$ cat config.mk
export PLATFORM = sky130hd
export DESIGN_NAME = opsel_unit
export DESIGN_NICKNAME = d
export VERILOG_FILES = /design/src/rtl/opsel_pkg.sv /design/src/rtl/opsel_field_extract.sv /design/src/rtl/opsel_modifier.sv /design/src/rtl/opsel_out_stage.sv /design/src/rtl/opsel_unit.sv
export SDC_FILE = /design/constraint.sdc
export NUM_CORES = 1
export LEC_CHECK = 0
export BUFFER_PORTS_ARGS = -buffer_cell sky130_fd_sc_hd__buf_2
export CORE_MARGIN = 5
export CORE_UTILIZATION = 55
export DETAILED_ROUTE_END_ITERATION = 10
export GPL_TIMING_DRIVEN = 1
export PLACE_DENSITY_LB_ADDON = 0.25
export SETUP_SLACK_MARGIN = 0.15
export SLEW_MARGIN = 10
export SYNTH_ARGS = -nofsm -noshare
export SYNTH_HDL_FRONTEND = slang
export SYNTH_SLANG_ARGS = --single-unit
$ cat constraint.sdc
create_clock -name clk -period 0.8 [get_ports clk]
set_input_delay 0.04 -clock clk [delete_from_list [all_inputs] [get_ports clk]]
set_output_delay 0.04 -clock clk [all_outputs]
set_load 0.1 [all_outputs]
$ cat src/rtl/opsel_pkg.sv
package opsel_pkg;
   typedef enum logic [1:0] {
      TC_UNSIGNED = 2'd0,
      TC_SIGNED   = 2'd1,
      TC_FLOAT    = 2'd2,
      TC_RESERVED = 2'd3
   } tclass_e;
endpackage

$ cat src/rtl/opsel_field_extract.sv
module opsel_field_extract #(
   parameter int DATA_W = 32,
   parameter int SEL_W  = 3
) (
   input  logic [DATA_W-1:0] src_i,
   input  logic [SEL_W-1:0]  sel_i,
   output logic [DATA_W-1:0] field_o,
   output logic [DATA_W-1:0] fmask_o,
   output logic [DATA_W-1:0] topbit_o,
   output logic              sign_o,
   output logic              bad_o
);
   localparam int NUM_BYTE = DATA_W / 8;
   localparam int NUM_HALF = DATA_W / 16;
   localparam int NUM_CODE = NUM_BYTE + NUM_HALF + 1;

   logic [DATA_W-1:0] cand_field [NUM_CODE];
   logic [DATA_W-1:0] cand_mask  [NUM_CODE];

   for (genvar b = 0; b < NUM_BYTE; b++) begin : g_byte
      assign cand_field[b] = DATA_W'(src_i[8*b +: 8]);
      assign cand_mask[b]  = DATA_W'({8{1'b1}});
   end

   for (genvar h = 0; h < NUM_HALF; h++) begin : g_half
      assign cand_field[NUM_BYTE+h] = DATA_W'(src_i[16*h +: 16]);
      assign cand_mask[NUM_BYTE+h]  = DATA_W'({16{1'b1}});
   end

   assign cand_field[NUM_CODE-1] = src_i;
   assign cand_mask[NUM_CODE-1]  = '1;

   always_comb begin
      field_o = src_i;
      fmask_o = '1;
      bad_o   = 1'b1;
      for (int i = 0; i < NUM_CODE; i++) begin
         if (sel_i == SEL_W'(i)) begin
            field_o = cand_field[i];
            fmask_o = cand_mask[i];
            bad_o   = 1'b0;
         end
      end
   end

   assign topbit_o = fmask_o ^ (fmask_o >> 1);
   assign sign_o   = |(field_o & topbit_o);

   // exactly one field top bit for every select code
   always_comb begin
      a_r1_one_top_bit: assert ($onehot(topbit_o) || $isunknown(sel_i))
         else $error("field top-bit vector not one-hot");
   end
endmodule

$ cat src/rtl/opsel_modifier.sv
module opsel_modifier
   import opsel_pkg::*;
#(
   parameter int DATA_W = 32
) (
   input  logic [DATA_W-1:0] field_i,
   input  logic [DATA_W-1:0] fmask_i,
   input  logic [DATA_W-1:0] topbit_i,
   input  logic              sign_i,
   input  logic              bad_sel_i,
   input  logic [DATA_W-1:0] src_i,
   input  tclass_e           tclass_i,
   input  logic              sext_i,
   input  logic              neg_i,
   input  logic              abs_i,
   output logic [DATA_W-1:0] value_o,
   output logic              err_o
);
   logic [DATA_W-1:0] ext_val, int_base, int_mag, int_res;
   logic [DATA_W-1:0] flt_abs, flt_res;

   always_comb begin
      ext_val  = sign_i ? (field_i | ~fmask_i) : field_i;
      int_base = (sext_i || neg_i || (abs_i && sign_i)) ? ext_val : field_i;
      int_mag  = (abs_i && sign_i) ? ('0 - int_base) : int_base;
      int_res  = neg_i ? ('0 - int_mag) : int_mag;
      flt_abs  = abs_i ? (field_i & ~topbit_i) : field_i;
      flt_res  = neg_i ? (flt_abs ^ topbit_i) : flt_abs;
   end

   always_comb begin
      if (bad_sel_i) begin
         value_o = src_i;
         err_o   = 1'b1;
      end else begin
         unique case (tclass_i)
            TC_SIGNED: begin
               value_o = int_res;
               err_o   = 1'b0;
            end
            TC_FLOAT: begin
               value_o = flt_res;
               err_o   = sext_i;
            end
            TC_UNSIGNED: begin
               value_o = field_i;
               err_o   = neg_i | sext_i;
            end
            default: begin
               value_o = field_i;
               err_o   = 1'b1;
            end
         endcase
      end
   end
endmodule

$ cat src/rtl/opsel_out_stage.sv
module opsel_out_stage #(
   parameter int DATA_W  = 32,
   parameter bit OUT_REG = 1'b1
) (
   input  logic              clk,
   input  logic              rst_n,
   input  logic [DATA_W-1:0] d_val_i,
   input  logic              d_err_i,
   output logic [DATA_W-1:0] q_val_o,
   output logic              q_err_o
);
   if (OUT_REG) begin : g_reg
      always_ff @(posedge clk or negedge rst_n) begin
         if (!rst_n) begin
            q_val_o <= '0;
            q_err_o <= 1'b0;
         end else begin
            q_val_o <= d_val_i;
            q_err_o <= d_err_i;
         end
      end
   end else begin : g_comb
      logic unused_clk_rst;
      assign unused_clk_rst = clk ^ rst_n;
      assign q_val_o = d_val_i;
      assign q_err_o = d_err_i;
   end
endmodule

$ cat src/rtl/opsel_unit.sv
module opsel_unit
   import opsel_pkg::*;
#(
   parameter int DATA_W  = 32,
   parameter int SEL_W   = 3,
   parameter int TC_W    = 2,
   parameter bit OUT_REG = 1'b1
) (
   input  logic              clk,
   input  logic              rst_n,
   input  logic [DATA_W-1:0] src_i,
   input  logic [SEL_W-1:0]  sel_i,
   input  logic [TC_W-1:0]   tclass_i,
   input  logic              sext_i,
   input  logic              neg_i,
   input  logic              abs_i,
   output logic [DATA_W-1:0] result_o,
   output logic              err_o
);
   localparam int NUM_CODE  = DATA_W / 8 + DATA_W / 16 + 1;
   localparam int FULL_CODE = NUM_CODE - 1;

   if (DATA_W < 16 || DATA_W % 16 != 0) begin : g_chk_w
      $error("DATA_W must be a positive multiple of 16");
   end
   if ((1 << SEL_W) < NUM_CODE) begin : g_chk_sel
      $error("SEL_W too narrow for all select codes");
   end
   if (TC_W != $bits(tclass_e)) begin : g_chk_tc
      $error("TC_W must match the type class encoding");
   end

   logic [DATA_W-1:0] field, fmask, topbit, comb_val;
   logic              sign, bad_sel, comb_err;

   opsel_field_extract #(.DATA_W(DATA_W), .SEL_W(SEL_W)) u_extract (
      .src_i    (src_i),
      .sel_i    (sel_i),
      .field_o  (field),
      .fmask_o  (fmask),
      .topbit_o (topbit),
      .sign_o   (sign),
      .bad_o    (bad_sel)
   );

   opsel_modifier #(.DATA_W(DATA_W)) u_modify (
      .field_i   (field),
      .fmask_i   (fmask),
      .topbit_i  (topbit),
      .sign_i    (sign),
      .bad_sel_i (bad_sel),
      .src_i     (src_i),
      .tclass_i  (tclass_e'(tclass_i)),
      .sext_i    (sext_i),
      .neg_i     (neg_i),
      .abs_i     (abs_i),
      .value_o   (comb_val),
      .err_o     (comb_err)
   );

   opsel_out_stage #(.DATA_W(DATA_W), .OUT_REG(OUT_REG)) u_out (
      .clk     (clk),
      .rst_n   (rst_n),
      .d_val_i (comb_val),
      .d_err_i (comb_err),
      .q_val_o (result_o),
      .q_err_o (err_o)
   );

   if (OUT_REG) begin : g_props
      a_r9_bad_sel_err: assert property (@(posedge clk) disable iff (!rst_n)
         (int'(sel_i) >= NUM_CODE) |=> err_o);
      a_r9_bad_sel_pass: assert property (@(posedge clk) disable iff (!rst_n)
         (int'(sel_i) >= NUM_CODE) |=> (result_o == $past(src_i)));
      a_r10_reserved_err: assert property (@(posedge clk) disable iff (!rst_n)
         (tclass_i == TC_W'(TC_RESERVED)) |=> err_o);
      a_r7_unsigned_err: assert property (@(posedge clk) disable iff (!rst_n)
         ((tclass_i == TC_W'(TC_UNSIGNED)) && (neg_i || sext_i)) |=> err_o);
      a_r8_float_sext_err: assert property (@(posedge clk) disable iff (!rst_n)
         ((tclass_i == TC_W'(TC_FLOAT)) && sext_i) |=> err_o);
      a_r11_legal_no_err: assert property (@(posedge clk) disable iff (!rst_n)
         ((int'(sel_i) < NUM_CODE) && (tclass_i != TC_W'(TC_RESERVED))
          && !((tclass_i == TC_W'(TC_UNSIGNED)) && (neg_i || sext_i))
          && !((tclass_i == TC_W'(TC_FLOAT)) && sext_i)) |=> !err_o);
      a_r6_float_abs_word: assert property (@(posedge clk) disable iff (!rst_n)
         ((int'(sel_i) == FULL_CODE) && (tclass_i == TC_W'(TC_FLOAT)) && abs_i && !neg_i)
         |=> !result_o[DATA_W-1]);
      a_r1_byte_zero_ext: assert property (@(posedge clk) disable iff (!rst_n)
         ((int'(sel_i) < DATA_W / 8) && (tclass_i == TC_W'(TC_UNSIGNED)))
         |=> (result_o[DATA_W-1:8] == '0));
   end
endmodule

==> flow_summary.ini, run 1 <==
[synthesis]
yosys_warnings = 0
synth-edff-count = 0
synth-simple-area-share_pct = 30.5
ys_seq_area_share_pct = 16.8
synthAdderAreaFrac_pct = 1.76
yosys.area.top_type = dfrtp_1
synthTopCellsByArea = dfrtp_1 17%, nand2_1 6.3%, nor2_1 5.6%, o21ai_0 5.1%, a21oi_1 4.3%
yosysMostFrequentCell = nand2_1
synth_top_cells_by_count = 82 x nand2_1, 73 x nor2_1, 50 x o21ai_0
synth_top_family_by_area = compound AO/OA/AOI/OAI gates
yosys-mux-area-fraction_pct = 5.32
synthXorXnorAreaFrac_pct = 6.78
synth-compound-area-share_pct = 31.4
synth_cell_types = 83
synth_nets = 727
synth.avg_cell_area_um2 = 7.23
async_reset_ff_share_pct = 100
synth_area_mm2 = 0.00491
ys.flop_type = dfrtp_1
ys_ff_latch = 33
netlist_instances = 679
synth_top_area_share_pct = 16.8

[floorplanning]
ios = 75
dieHeight_um = 104
start_util_pct = 56.3
rows = 34
die_w_um = 104

[placed_design]
dp_slack_ns = -3.30
dpl.hpwl_um = 22000
port_buffers = 74
gp_congestion = 1.13

[cts]
root_buffer = clkbuf_8
htreeDepth = 2
cts_sinks = 33
numCtsBuffers = 5
cts_setup_buffers = 42
ctsResizeCount = 193
cts_hold_buffers = 1
clockBufferDepth = 2

[outcome]
lastStage = clock tree synthesis
error = [ERROR DPL-0038] Utilization greater than 100%, impossible to legalize
status = aborted with a tool error
metrics by stage:
| stage | cell area, um2 | util (%) | setup TNS [ns] | instances | hold slack, ns |
|---|---|---|---|---|---|
| after detailed placement | 7860 | 90.2 | -90.93 | 1060 | 0.0131 |
| after global placement | 7860 | 90.2 | -80.28 | 1060 | 0.00532 |
| after floorplan | 5250 | - | -74.04 | 679 | -0.256 |
kinds of logic after synthesis:
| logic type | Yosys count |
|---|---|
| AND/OR/NAND/NOR | 285 |
| flip-flops | 33 |
| XOR/XNOR | 38 |
| adder cells (fa/ha/maj) | 7 |
| AO/OA/AOI/OAI | 220 |
| buffers and inverters | 73 |
| multiplexers | 23 |
==> run 2: changes to the inputs <==
--- a/config.mk
+++ b/config.mk
@@ -7,11 +7,10 @@
 export LEC_CHECK = 0
 export BUFFER_PORTS_ARGS = -buffer_cell sky130_fd_sc_hd__buf_2
 export CORE_MARGIN = 5
-export CORE_UTILIZATION = 55
+export CORE_UTILIZATION = 40
 export DETAILED_ROUTE_END_ITERATION = 10
 export GPL_TIMING_DRIVEN = 1
-export PLACE_DENSITY_LB_ADDON = 0.25
-export SETUP_SLACK_MARGIN = 0.15
+export PLACE_DENSITY_LB_ADDON = 0.15
 export SLEW_MARGIN = 10
 export SYNTH_ARGS = -nofsm -noshare
 export SYNTH_HDL_FRONTEND = slang
==> flow_summary.ini, run 2 <==
[timing]
max_slew_margin_pct = 27.9
fmax_mhz = 302
period_share_pct = 414
layout_min_cycle_time_ns = 3.31
worst_slew_pin_slew_ns = 1.08
fin_ws_ns = -2.51
hold_viol_final = 0
setup_viol = 65
drv_slew = 0
rsz0062_at_grt = yes

[cts]
numCtsBuffers = 5
htreeDepth = 2
cts_sinks = 33
clockBufferDepth = 2
clk_pin_slew_ns = 0.05
cts_tree = built
root_buffer = clkbuf_16

[setup_path]
cp_top_family = simple AND/OR/NAND/NOR gates
max_stage_delay_ns = 0.50
cp.depth = 15
critical_path_buf_inv_count = 3
critical_path_class = primary input to flip-flop
cp.arrival_ns = 3.48
crit_path_end_kind = flip-flop
worstPathCellList = buf_6, buf_4, nand2b_4, nor2_1, a2111o_1, clkinv_4, ha_4, nand4_4, or3_4, o21ai_2, o211ai_1, nor4b_4, nand3_2, or4_4, a211o_1
worstPathRequired_ns = 0.97
critPathLaunchType = primary input
cp_slowest_cell = or4_4
crit_path_max_fanout = 12

[synthesis]
yosys_warnings = 0
synth-simple-area-share_pct = 30.5
netlist_instances = 679
yosys.area.top_type = dfrtp_1
synth_cell_types = 83
synthXorXnorAreaFrac_pct = 6.78
synth_area_mm2 = 0.00491
yosys-mux-area-fraction_pct = 5.32
synthAdderAreaFrac_pct = 1.76
synthTopCellsByArea = dfrtp_1 17%, nand2_1 6.3%, nor2_1 5.6%, o21ai_0 5.1%, a21oi_1 4.3%
async_reset_ff_share_pct = 100
ys.flop_type = dfrtp_1
synth_top_area_share_pct = 16.8
synth_nets = 727
ys_seq_area_share_pct = 16.8
ys_ff_latch = 33
synth-compound-area-share_pct = 31.4
yosysMostFrequentCell = nand2_1
synth.avg_cell_area_um2 = 7.23
synth-edff-count = 0
synth_top_family_by_area = compound AO/OA/AOI/OAI gates
synth_top_cells_by_count = 82 x nand2_1, 73 x nor2_1, 50 x o21ai_0

[grt]
grt_max_degree = 38
grt_use_total_pct = 34.9
overflow = 0
grt_pass1_wl_um = 40100
grt_pass1_vias = 7185
antenna_found_initial = 2

[finish]
final_net_count = 1061
regArea_um2 = 866
multi_input_area_mm2 = 0.00470
top_register = u_out.q_val_o
mostFrequentLayoutCell = buf_4
mostFrequentLayoutCells = 274 x buf_4, 71 x nand2_1, 61 x nor2_1, 44 x buf_12, 38 x buf_2
area_growth_pct = 92.7
drive_gt1_share_pct = 58.8
utilization_pct = 78.8
largest_registers = u_out.q_val_o: 32 flops, u_out.q_err_o: 1 flops
antenna_cells = 0
largest_register_ffs = 32
fillers = 792
final_area_mm2 = 0.00946

[route]
routed_wl_um = 26500
routedWlPerCell_um = 22.9
drc_errors = 0
viasPerCell = 6.34
first_iter_violations = 794
drtPass1Iterations = 6
vias = 7356
antenna_left = 0

[power]
p_sw_mw = 5.84
seq_power_share_pct = 15.9
p_clk_share_pct = 14.8
p_leak_nw = 4.12
p_int_mw = 7.01
peakVddDrop_mv = 0.786
p_per_area_mw_per_mm2 = 1360
p_comb_share_pct = 69.3
switching_share_pct = 45.5

[floorplanning]
die_w_um = 121
core-area_mm2 = 0.0120
dieHeight_um = 121
start_util_pct = 40.9
rows = 40
ios = 75
die_area_mm2 = 0.0146

[worst_hold_path]
min_from = src_i[4]
hold-path-endpoint = u_out.q_val_o[4]
min_delay_path_depth = 3
hold_class = primary input to flip-flop

[placed_design]
placed_cell_area_mm2 = 0.00782
dpl.hpwl_um = 19400
gp_congestion = 1.05
port_buffers = 74

[flow_run]
maxCapViolCount = 0

[outcome]
violations = negative setup slack
status = complete, but fails checks
[run 2: cell counts after synthesis]
No cell type changed its count.
[run 2: how the worst max path moves through the flow]
stage,end,startpoint,slack (ns)
floorplan,u_out.q_val_o[31],sel_i[0],-2.91
global placement,u_out.q_val_o[31],sel_i[1],-2.89
detailed placement,u_out.q_val_o[31],sel_i[1],-2.92
CTS,u_out.q_val_o[31],sel_i[1],-2.39
global route,u_out.q_val_o[27],sel_i[1],-2.60
finish,u_out.q_val_o[31],sel_i[2],-2.51
[run 2: per-layer routing]
layer,GRT usage [%],routed length [um],vias up
met1,46.1,10300,3507
met4,15.0,1340,2
li1,-,-,3205
met5,0,13,-
met3,6.03,2760,115
met2,55.8,12100,527
[run 2: cell families after synthesis]
family | count (synthesis)
adder cells (fa/ha/maj) | 7
buffers and inverters | 73
flip-flops | 33
multiplexers | 23
AND/OR/NAND/NOR | 285
XOR/XNOR | 38
AO/OA/AOI/OAI | 220
[run 2: area by class of cell]
class / instances / share of cell area, %
well taps: 147 / 1.94
clock buffers: 7 / 1.51
inverters: 12 / 0.555
multi-input cells: 573 / 49.7
repair buffers: 388 / 37.2
flip-flops and latches: 33 / 9.15
[run 2: power groups by stage]
stage          clock network [mW]  registers [mW]  logic [mW]
3_3_place_gp                    0            2.07        7.17
3_5_place_dp                    0            2.08        7.25
4_1_cts                      1.92            2.05        8.45
5_1_grt                      1.99            2.06        9.26
2_1_floorplan                   0            3.33        2.72
6_report                     1.90            2.05        8.90
[run 2: repair_timing]
action | in CTS | in global routing
pin swaps | 82 | 63
hold buffers | 1 | 0
resized for setup | 183 | 65
endpoints found under the hold margin | 33 | 0
cloned | 0 | 1
setup endpoints to repair | 66 | 66
setup buffers | 56 | 21
[run 2: stage by stage]
stage / worst slack [ns] / hold slack [ns] / cells / setup TNS [ns] / power, mW
after detailed placement: -2.92 / -0.0549 / 1096 / -82.71 / 9.33
after global placement: -2.89 / -0.0707 / 1096 / -80.76 / 9.24
after global routing: -2.60 / 0.0713 / 1160 / -73.85 / 13.3
after floorplan: -2.91 / -0.256 / 679 / -74.20 / 6.05
final: -2.51 / 0.0507 / 1160 / -70.70 / 12.9
after CTS: -2.39 / 0.0565 / 1155 / -67.88 / 12.4
(Power assumes the default switching activity.)
==> run 3: changes to the inputs <==
==> constraint.sdc (replaced) <==
create_clock -name clk -period 0.8 [get_ports clk]
set_input_delay 0.08 -clock clk [delete_from_list [all_inputs] [get_ports clk]]
set_output_delay 0.08 -clock clk [all_outputs]
set_load 0.1 [all_outputs]
==> flow_summary.ini, run 3 (synthesized netlist as in run 2, its figures left out) <==
[timing]
rsz0062_at_grt = yes
fin_ws_ns = -2.56
hold_viol_final = 0
fmax_mhz = 298
layout_min_cycle_time_ns = 3.36
period_share_pct = 420
finalSetupTns_ns = -73.54
worst_slew_pin_slew_ns = 1.11
drv_slew = 0
max_slew_margin_pct = 25.9
setup_viol = 65

[cts]
clk_pin_slew_ns = 0.05
clockBufferDepth = 2
cts_sinks = 33
cts_tree = built
numCtsBuffers = 5
htreeDepth = 2
root_buffer = clkbuf_16

[setup_path]
critPathLaunchType = primary input
crit_path_max_fanout = 8
worstPathRequired_ns = 0.96
cp.arrival_ns = 3.52
critical_path_class = primary input to flip-flop
crit_path_end_kind = flip-flop

[route]
antenna_left = 0
first_iter_violations = 857
drtPass1Iterations = 6
viasPerCell = 6.42
drc_errors = 0
vias = 7456
routedWlPerCell_um = 23.2
routed_wl_um = 26900

[grt]
grt_use_total_pct = 34.9
grt_pass1_vias = 7190
antenna_found_initial = 2
grt_pass1_wl_um = 40000
grt_max_degree = 38
overflow = 0

[finish]
mostFrequentLayoutCells = 270 x buf_4, 68 x nand2_1, 61 x nor2_1, 44 x buf_12, 38 x buf_2
largest_registers = u_out.q_val_o: 32 flops, u_out.q_err_o: 1 flops
area_growth_pct = 93.7
mostFrequentLayoutCell = buf_4
largest_register_ffs = 32
top_register = u_out.q_val_o
utilization_pct = 79.2
antenna_cells = 0
stdcell_count = 1161
drive_gt1_share_pct = 59.4
final_net_count = 1062

[placed_design]
gp_congestion = 1.05
placed_cells = 1096
port_buffers = 74
dpl.hpwl_um = 19400

[outcome]
violations = negative setup slack
status = complete, but fails checks

[floorplanning]
ios = 75
die_area_mm2 = 0.0146
core-area_mm2 = 0.0120
die_w_um = 121
rows = 40
dieHeight_um = 121
start_util_pct = 40.9

[worst_hold_path]
min_delay_path_depth = 3
hold_class = primary input to flip-flop

[power]
peakVddDrop_mv = 0.803
p_leak_nw = 4.13
power_mw = 12.9
p_per_area_mw_per_mm2 = 1360

[flow_run]
maxCapViolCount = 0
## run 3: cell types whose count changed in the layout (fill, tap and decap cells not counted), sizes merged
cell and delta:
buf +1
## run 3: worst paths after layout
check / startpoint / end / slack [ns]
min: src_i[4] / u_out.q_val_o[4] / 0.1
max in group asynchronous: rst_n / u_out.q_val_o[24] / 0.14
max: sel_i[1] / u_out.q_val_o[27] / -2.56
min in group asynchronous: rst_n / u_out.q_val_o[1] / 0.22
## run 3: cell type report
class / instances / area [um2]
clock buffer: 7 / 143
fill: 781 / 2500
inverter: 12 / 52.6
multi-input combinational: 573 / 4730
sequential: 33 / 866
tap: 147 / 184
timing repair buffer: 389 / 3540
## run 3: repair_timing
| action | in CTS | in global routing |
|---|---|---|
| hold endpoints to repair | 33 | 0 |
| hold buffers | 1 | 0 |
| buffers inserted | 56 | 22 |
| gates resized for setup | 184 | 76 |
| setup endpoints to repair | 66 | 66 |
| gates cloned | 0 | 1 |
| pin swaps | 82 | 63 |
## run 3: layer usage
layer  vias up  routed length (um)  share of wire, %  track usage, %
li1       3207                   -                 -               -
met5         -                  13             0.048               0
met4         2                1570               5.8            15.2
met3       147                2910                11            6.03
met2       554               12100                45            55.7
met1      3546               10300                38            46.1
## run 3: per-stage QoR
stage	hold WS [ns]	worst slack, ns	cell area (um2)
finish	0.0971	-2.56	9510
global route	0.111	-2.67	9510
CTS	0.0965	-2.43	9180
detailed placement	-0.0149	-2.96	7820
global placement	-0.0307	-2.93	7820
floorplan	-0.216	-2.95	5170
## run 3: worst max-delay path, cell delays in order
cell and delay [ns]:
buf_12 0.12, buf_12 0.14, nand2b_4 0.07, buf_6 0.10, nor2_2 0.04, a2111o_1 0.47
clkinv_4 0.13, ha_4 0.18, buf_6 0.12, inv_4 0.04, buf_6 0.11, a211oi_2 0.20
o21ai_1 0.10, nand3_2 0.10, buf_6 0.11, o211ai_1 0.15, and3b_2 0.32, nand4_1 0.17
buf_6 0.20, o41ai_4 0.31, xnor2_1 0.16, o21ai_1 0.10
## run 3: report_power, final
| group | internal (mW) | switching [mW] | leakage, nW |
|---|---|---|---|
| clock | 1.22 | 0.692 | 0.0700 |
| combinational | 3.92 | 5.06 | 3.68 |
| sequential | 1.89 | 0.161 | 0.383 |
